<file path="config.mk">
export PLATFORM = sky130hd
export DESIGN_NAME = csel_adder
export DESIGN_NICKNAME = d
export VERILOG_FILES = /design/src/rtl/csel_pkg.sv /design/src/rtl/csel_cla_seg.sv /design/src/rtl/csel_pair.sv /design/src/rtl/csel_adder.sv
export SDC_FILE = /design/constraint.sdc
export NUM_CORES = 1
export LEC_CHECK = 0
export BUFFER_PORTS_ARGS = -buffer_cell sky130_fd_sc_hd__buf_2
export CORE_UTILIZATION = 27
export DETAILED_ROUTE_END_ITERATION = 7
export MAX_ROUTING_LAYER = met4
export REMOVE_ABC_BUFFERS = 1
export SLEW_MARGIN = 30
export SYNTH_ARGS = -nofsm -noshare
export SYNTH_HDL_FRONTEND = slang
export SYNTH_SLANG_ARGS = --single-unit
</file>
<file path="constraint.sdc">
create_clock -name vclk -period 2.15
set_clock_uncertainty 0.1 [all_clocks]
set_input_delay 0 -clock vclk [all_inputs]
set_output_delay 0 -clock vclk [all_outputs]
set_load 0.05 [all_outputs]
</file>
<file path="src/rtl/csel_pkg.sv">
package csel_pkg;
   // Width of one lookahead segment; the select chain is built around it.
   localparam int unsigned SEG_W = 8;
   typedef logic [SEG_W-1:0] seg_word_t;
endpackage

</file>
<file path="src/rtl/csel_cla_seg.sv">
module csel_cla_seg
   import csel_pkg::*;
(
   input  logic [SEG_W-1:0] a,
   input  logic [SEG_W-1:0] b,
   input  logic             cin,
   output logic [SEG_W-1:0] sum,
   output logic             cout
);
   logic [SEG_W-1:0] gen;
   logic [SEG_W-1:0] prp;
   logic [SEG_W:0]   cy;

   assign gen = a & b;
   assign prp = a ^ b;

   // Each carry is an OR of product terms over the generate and propagate bits
   // below it plus cin: no carry is taken from the previous position.
   always_comb begin
      cy[0] = cin;
      for (int k = 0; k < SEG_W; k++) begin
         logic acc;
         logic prod;
         acc = 1'b0;
         for (int j = 0; j <= k; j++) begin
            prod = gen[j];
            for (int m = j + 1; m <= k; m++) prod = prod & prp[m];
            acc = acc | prod;
         end
         prod = cin;
         for (int m = 0; m <= k; m++) prod = prod & prp[m];
         cy[k+1] = acc | prod;
      end
   end

   // sum bit is the propagate term XOR the carry into that position
   assign sum  = prp ^ cy[SEG_W-1:0];
   assign cout = cy[SEG_W];

   always_comb begin
      assert_seg_sum_R2: assert ({cout, sum} ==
                                 ({1'b0, a} + {1'b0, b} + {{SEG_W{1'b0}}, cin}))
         else $error("segment result differs from arithmetic sum");
   end
endmodule

</file>
<file path="src/rtl/csel_pair.sv">
module csel_pair
   import csel_pkg::*;
(
   input  logic [SEG_W-1:0] a,
   input  logic [SEG_W-1:0] b,
   input  logic             sel,
   output logic [SEG_W-1:0] sum,
   output logic             cout
);
   seg_word_t sum_lo, sum_hi;
   logic      cout_lo, cout_hi;

   csel_cla_seg u_assume0 (.a(a), .b(b), .cin(1'b0), .sum(sum_lo), .cout(cout_lo));
   csel_cla_seg u_assume1 (.a(a), .b(b), .cin(1'b1), .sum(sum_hi), .cout(cout_hi));

   // the incoming carry picks which precomputed copy is forwarded
   always_comb begin
      if (sel) begin
         sum  = sum_hi;
         cout = cout_hi;
      end else begin
         sum  = sum_lo;
         cout = cout_lo;
      end
   end

   always_comb begin
      assert_pair_step_R5: assert (sum_hi == seg_word_t'(sum_lo + 1'b1))
         else $error("carry-in-1 copy is not one above carry-in-0 copy");
      assert_pair_carry_order_R5: assert (!(cout_lo && !cout_hi))
         else $error("carry-in-1 copy lost a carry the other copy produced");
   end
endmodule

</file>
<file path="src/rtl/csel_adder.sv">
module csel_adder
   import csel_pkg::*;
#(
   parameter int unsigned W = 64
) (
   input  logic [W-1:0] a,
   input  logic [W-1:0] b,
   input  logic         cin,
   output logic [W-1:0] sum,
   output logic         cout
);
   localparam int unsigned NSEG = W / SEG_W;

   // width must divide evenly into segments
   if ((W % SEG_W) != 0 || W == 0) begin : g_bad_width
      $error("csel_adder: W must be a positive multiple of segment width");
   end

   logic [NSEG:0] chain;
   assign chain[0] = cin;

   for (genvar s = 0; s < NSEG; s++) begin : g_seg
      if (s == 0) begin : g_first
         // lowest segment, single copy fed by the external carry
         csel_cla_seg u_seg (
            .a    (a[SEG_W-1:0]),
            .b    (b[SEG_W-1:0]),
            .cin  (chain[0]),
            .sum  (sum[SEG_W-1:0]),
            .cout (chain[1])
         );
      end else begin : g_dup
         csel_pair u_pair (
            .a    (a[s*SEG_W +: SEG_W]),
            .b    (b[s*SEG_W +: SEG_W]),
            .sel  (chain[s]),
            .sum  (sum[s*SEG_W +: SEG_W]),
            .cout (chain[s+1])
         );
      end
   end

   // final selected carry leaves the block
   assign cout = chain[NSEG];

   always_comb begin
      assert_total_R1: assert ({cout, sum} == ({1'b0, a} + {1'b0, b} + {{W{1'b0}}, cin}))
         else $error("adder result differs from a+b+cin");
      assert_all_prop_R6: assert (!((a ^ b) == {W{1'b1}}) || (cout == cin && (sum == {W{~cin}})))
         else $error("pure propagate pattern did not pass cin through");
   end
endmodule

</file>
==> metrics.csv, run 1 <==
stage;metric;value;unit
synth;synth_cells;391;
synth;synth_top_area_share;31.0;%
final_layout;fillers;946;
timing;drv_slew;0;
place;pre_cts_slack;-718;ps
setup_path;crit_chain;buf_6, ha_4, o21a_1, o21ai_2, or4_4, o31ai_4, o21ai_4, a31oi_4, nand4_4, a31oi_1, xor2_1, buf_4;
outcome;failed_checks;setup timing;
pwr;p_int;1210;uW
place;post_dp_cell_area;4830;sq um
timing;period_share;123;%
timing;tightest_slew;428;ps
floorplanning;start_util;28.1;%
final_layout;nFlopsAndLatches;0;
global_route;globalRouteTotalUtil;20.2;%
final_layout;fin_util;56.5;%
pwr;p_clk_share;0;%
final_layout;fin_area;5860;sq um
synth;synth_cell_types;50;
timing;fmax;377;MHz
setup_path;slowest_delay;440;ps
place;place_congestion;0.919;
place;buffer_ports.inserted;194;
setup_path;critPathMaxFanout;4;
setup_path;crit_path_end_kind;output port;
setup_path;cp-start-kind;input port;
place;hpwl;9340;um
timing;setup_viol;54;
floorplanning;die-area;11200;sq um
final_layout;multi_input_area;3400;sq um
floorplanning;num_rows;37;
final_layout;nClkBuffers;0;
min_path;min_path_type;input port to output port;
pwr;switching_share;60.3;%
pwr;power.density;519;nW/um^2
timing;slew_headroom;71.5;%
pwr;power_switching;1830;uW
synth;synthesis.area;2910;sq um
synth;ys_seq_area_share;0;%
setup_path;worstPathArrival;2550;ps
timing;rsz0062_at_grt;true;
drt;detail_route.vias_per_cell;4.90;
final_layout;num_antenna_cells;0;
pwr;leakagePower;0.00297;uW
pwr;sequentialPowerShare;0;%
final_layout;nets;909;
drt;firstDrtPassIters;6;
drt;routedWlPerCell;14.0;um
floorplanning;ioPinCount;194;
global_route;grt_max_degree;8;
setup_path;crit_buf_inv;2;
setup_path;criticalPathCategory;input port to output port;
global_route;grt_first_pass_wirelength;18500;um
final_layout;syn2layout_area_growth;101;%
place;dp_cells;825;
synth;syn_avg_cell_area;7.44;sq um
setup_path;cp_top_family;compound AO/OA/AOI/OAI gates;
outcome;status;finished with violations;
floorplanning;core_region_area;10400;sq um
global_route;overflow;0;
drt;route.vias.total;4117;
synth;yosysWarnings;0;
final_layout;layout-drive-gt1-share;58.6;%
pwr;vdd_drop_max;369;uV
setup_path;cp.required;2050;ps
final_layout;instances_no_fill;841;
synth;ys_top_cells_by_area;ha_1 (31%), xnor2_1 (10%), a21oi_1 (6.5%), xor2_1 (5.7%), nor2_1 (4.1%);
run;max_cap_violations;0;
synth;yosys.area.top_type;ha_1;
drt;drtAntennaViolNets;0;
global_route;grt_pass1_vias;4255;
timing;fin_crit;2650;ps
drt;routed_wl;11800;um
drt;drtIter0Drc;65;
timing;hold_violations;0;
global_route;antenna_found_initial;0;
synth;yosysMostFrequentCell;ha_1;
floorplanning;die_h;106;um
floorplanning;die_w;106;um
synth;synth_common_cells;ha_1 (72), a21oi_1 (38), xnor2_1 (34);
final_layout;regArea;0;sq um
pwr;combPwrFrac;100.0;%
timing;layout_setup_ws;-502;ps
drt;drc_errors;0;
setup_path;slowest_stage;or4_4;
-- cells in the final DEF, fill, tap and decap left out, types with 10 or more instances in the layout --
cell	count
ha_1	57
nand2_1	16
nor3_1	12
xnor2_1	28
a21o_1	15
ha_4	14
a21oi_1	21
nand3_1	10
buf_2	128
xor2_1	13
nor2_1	24
a21oi_2	15
buf_6	32
buf_4	152
inv_1	31
-- worst paths after layout --
kind,endpoint,slack [ps],cells past startpoint,start
hold / removal,cout,360,4,b[63]
setup / recovery,sum[62],-500,12,a[7]
-- cells by family after synthesis --
| group | after synthesis | share of synthesized area, % |
|---|---|---|
| mux | 1 | 0.344 |
| simple gates | 106 | 17.8 |
| buf+inv | 31 | 4.00 |
| xor+xnor | 53 | 16.0 |
| compound gates | 127 | 30.3 |
| fa+ha+maj | 73 | 31.6 |
-- power by group through the flow --
stage	Clock, uW	Sequential [uW]	Combinational [uW]
global route	0	0	3220
CTS	0	0	2840
floorplan	0	0	1720
finish	0	0	3040
detailed placement	0	0	2500
global placement	0	0	2470
-- area by class of cell --
class / instances / share of cell area [%]
Multi-Input combinational cell: 360 / 58.0
Inverter: 31 / 1.98
Timing Repair Buffer: 314 / 37.1
Tap cell: 136 / 2.90
-- metrics by stage --
stage | TNS, ps | hold WS (ps) | power, uW
finish | -17680 | 359 | 3040
global route | -24340 | 394 | 3220
CTS | -12970 | 358 | 2840
detailed placement | -27860 | 388 | 2500
global placement | -24600 | 379 | 2470
floorplan | -30670 | 279 | 1720
-- per-layer routing --
metal | routed length (um) | vias to the layer above | GRT usage [%]
li1 | - | 2060 | -
met1 | 4420 | 1889 | 20.2
met2 | 6480 | 144 | 41.9
met3 | 654 | 24 | 1.92
met4 | 259 | 0 | 3.87
met5 | 0 | - | -
-- repair_timing --
item / in CTS / in global routing
resized for setup: 143 / 71
buffers inserted: 8 / 11
setup endpoints to repair: 56 / 57
pin swaps: 65 / 38
hold buffers: 0 / 0
Power figures use the tool's default switching activity.
==> run 2: changes to the inputs <==
==> constraint.sdc (replaced) <==
create_clock -name vclk -period 2.2
set_clock_uncertainty 0.1 [all_clocks]
set_input_delay 0 -clock vclk [all_inputs]
set_output_delay 0 -clock vclk [all_outputs]
set_load 0.05 [all_outputs]
==> metrics.csv, run 2 (synthesis gave the netlist of run 1 again) <==
stage;metric;value;unit;change
outcome;status;finished with violations;;
outcome;failed_checks;setup timing;;
drt;firstDrtPassIters;4;;-2
timing;layout_setup_ws;-404;ps;+98.2 ps
setup_path;critPathMaxFanout;4;;unchanged
drt;routedWlPerCell;14.1;um;+0.41%
global_route;overflow;0;;unchanged
drt;drtAntennaViolNets;0;;unchanged
timing;slew_headroom;64.6;%;-6.9 points
min_path;min_path_type;input port to output port;;
floorplanning;die_h;106;um;unchanged
floorplanning;die-area;11200;sq um;unchanged
final_layout;nFlopsAndLatches;0;;unchanged
final_layout;layout_common_cells;buf_4 (162), buf_2 (127), ha_1 (54);;
place;pre_cts_slack;-652;ps;+66.2 ps
timing;fin_crit;2600;ps;
final_layout;layout-drive-gt1-share;59.5;%;+0.94 points
pwr;power.density;501;nW/um^2;-3.5%
final_layout;regArea;0;sq um;unchanged
floorplanning;core_region_area;10400;sq um;unchanged
global_route;antenna_found_initial;0;;unchanged
final_layout;instances_no_fill;850;;+1.1%
drt;route.vias.total;4168;;+1.2%
place;buffer_ports.inserted;194;;unchanged
place;place_congestion;0.912;;-0.85%
timing;period_share;118;%;
timing;drv_slew;0;;unchanged
final_layout;syn2layout_area_growth;106;%;
final_layout;fillers;930;;-1.7%
setup_path;worstPathArrival;2500;ps;-50 ps
final_layout;multi_input_area;3450;sq um;+1.4%
global_route;grt_first_pass_wirelength;18100;um;-2.5%
timing;fmax;384;MHz;
pwr;leakagePower;0.00300;uW;+1.2%
setup_path;criticalPathCategory;input port to output port;;
final_layout;nClkBuffers;0;;unchanged
setup_path;cp-start-kind;input port;;
timing;hold_violations;0;;unchanged
global_route;grt_pass1_vias;4201;;-1.3%
floorplanning;die_w;106;um;unchanged
drt;drtIter0Drc;75;;+15%
place;dp_cells;823;;-0.24%
setup_path;cp.required;2100;ps;+50 ps
drt;drc_errors;0;;unchanged
timing;tightest_slew;532;ps;+104 ps
global_route;grt_max_degree;8;;unchanged
global_route;globalRouteTotalUtil;19.6;%;-0.68 points
floorplanning;num_rows;37;;unchanged
final_layout;nets;918;;+0.99%
pwr;vdd_drop_max;492;uV;+33%
setup_path;crit_path_end_kind;output port;;
run;max_cap_violations;0;;unchanged
final_layout;final_common_cell;buf_4;;
drt;routed_wl;12000;um;+1.5%
floorplanning;start_util;28.1;%;unchanged
drt;detail_route.vias_per_cell;4.90;;+0.17%
floorplanning;ioPinCount;194;;unchanged
final_layout;num_antenna_cells;0;;unchanged
place;hpwl;9240;um;-1.2%
timing;rsz0062_at_grt;true;;
timing;setup_viol;53;;-1.9%
==> run 2: cell type report <==
type                       count  area share (%)
multi-input combinational    360            57.6
inverter                      31            1.95
tap                          136            2.84
timing repair buffer         323            37.6
==> run 2: path summary, 6_finish.rpt <==
| check | from | endpoint | slack, ps | cells past startpoint |
|---|---|---|---|---|
| worst max-delay path | b[6] | sum[62] | -400 | 12 |
| worst min-delay path | b[63] | cout | 360 | 4 |
==> run 2: timing repair <==
action,in CTS,in global routing
pin swaps,48,36
gates resized for setup,148,71
hold buffers,0,0
setup buffers,18,11
endpoints found under the setup margin,56,56
==> run 2: stage by stage <==
stage | instance area (sq um) | hold slack (ps) | total power (uW) | utilization (%) | setup TNS [ps]
floorplan | 2910 | 279 | 1680 | - | -27920
global placement | 4820 | 378 | 2410 | 46.5 | -22290
detailed placement | 4820 | 390 | 2440 | 46.5 | -24680
CTS | 5580 | 360 | 2800 | 53.8 | -10070
global route | 5980 | 390 | 3160 | 57.7 | -20080
finish | 5980 | 364 | 3000 | 57.7 | -14720
==> run 2: critical path, cell delays in order <==
cell	delay [ps]
buf_6	90
ha_4	260
o21a_1	140
o21ai_2	70
or4_4	440
o31ai_4	370
o21ai_4	140
a31oi_4	220
nand4_4	160
a31oi_4	210
xor2_1	170
buf_4	220
==> run 2: report_power, final <==
part | switching [uW] | total [uW] | internal (uW)
Combinational | 1800 | 3000 | 1190
Clock | 0 | 0 | 0
Sequential | 0 | 0 | 0
==> run 2: layer usage <==
metal / wire [um] / track usage [%] / vias to the layer above
met5: 0 / - / -
li1: - / - / 2081
met1: 4470 / 19.9 / 1919
met2: 6630 / 39.7 / 146
met4: 207 / 2.98 / 0
met3: 683 / 2.60 / 22
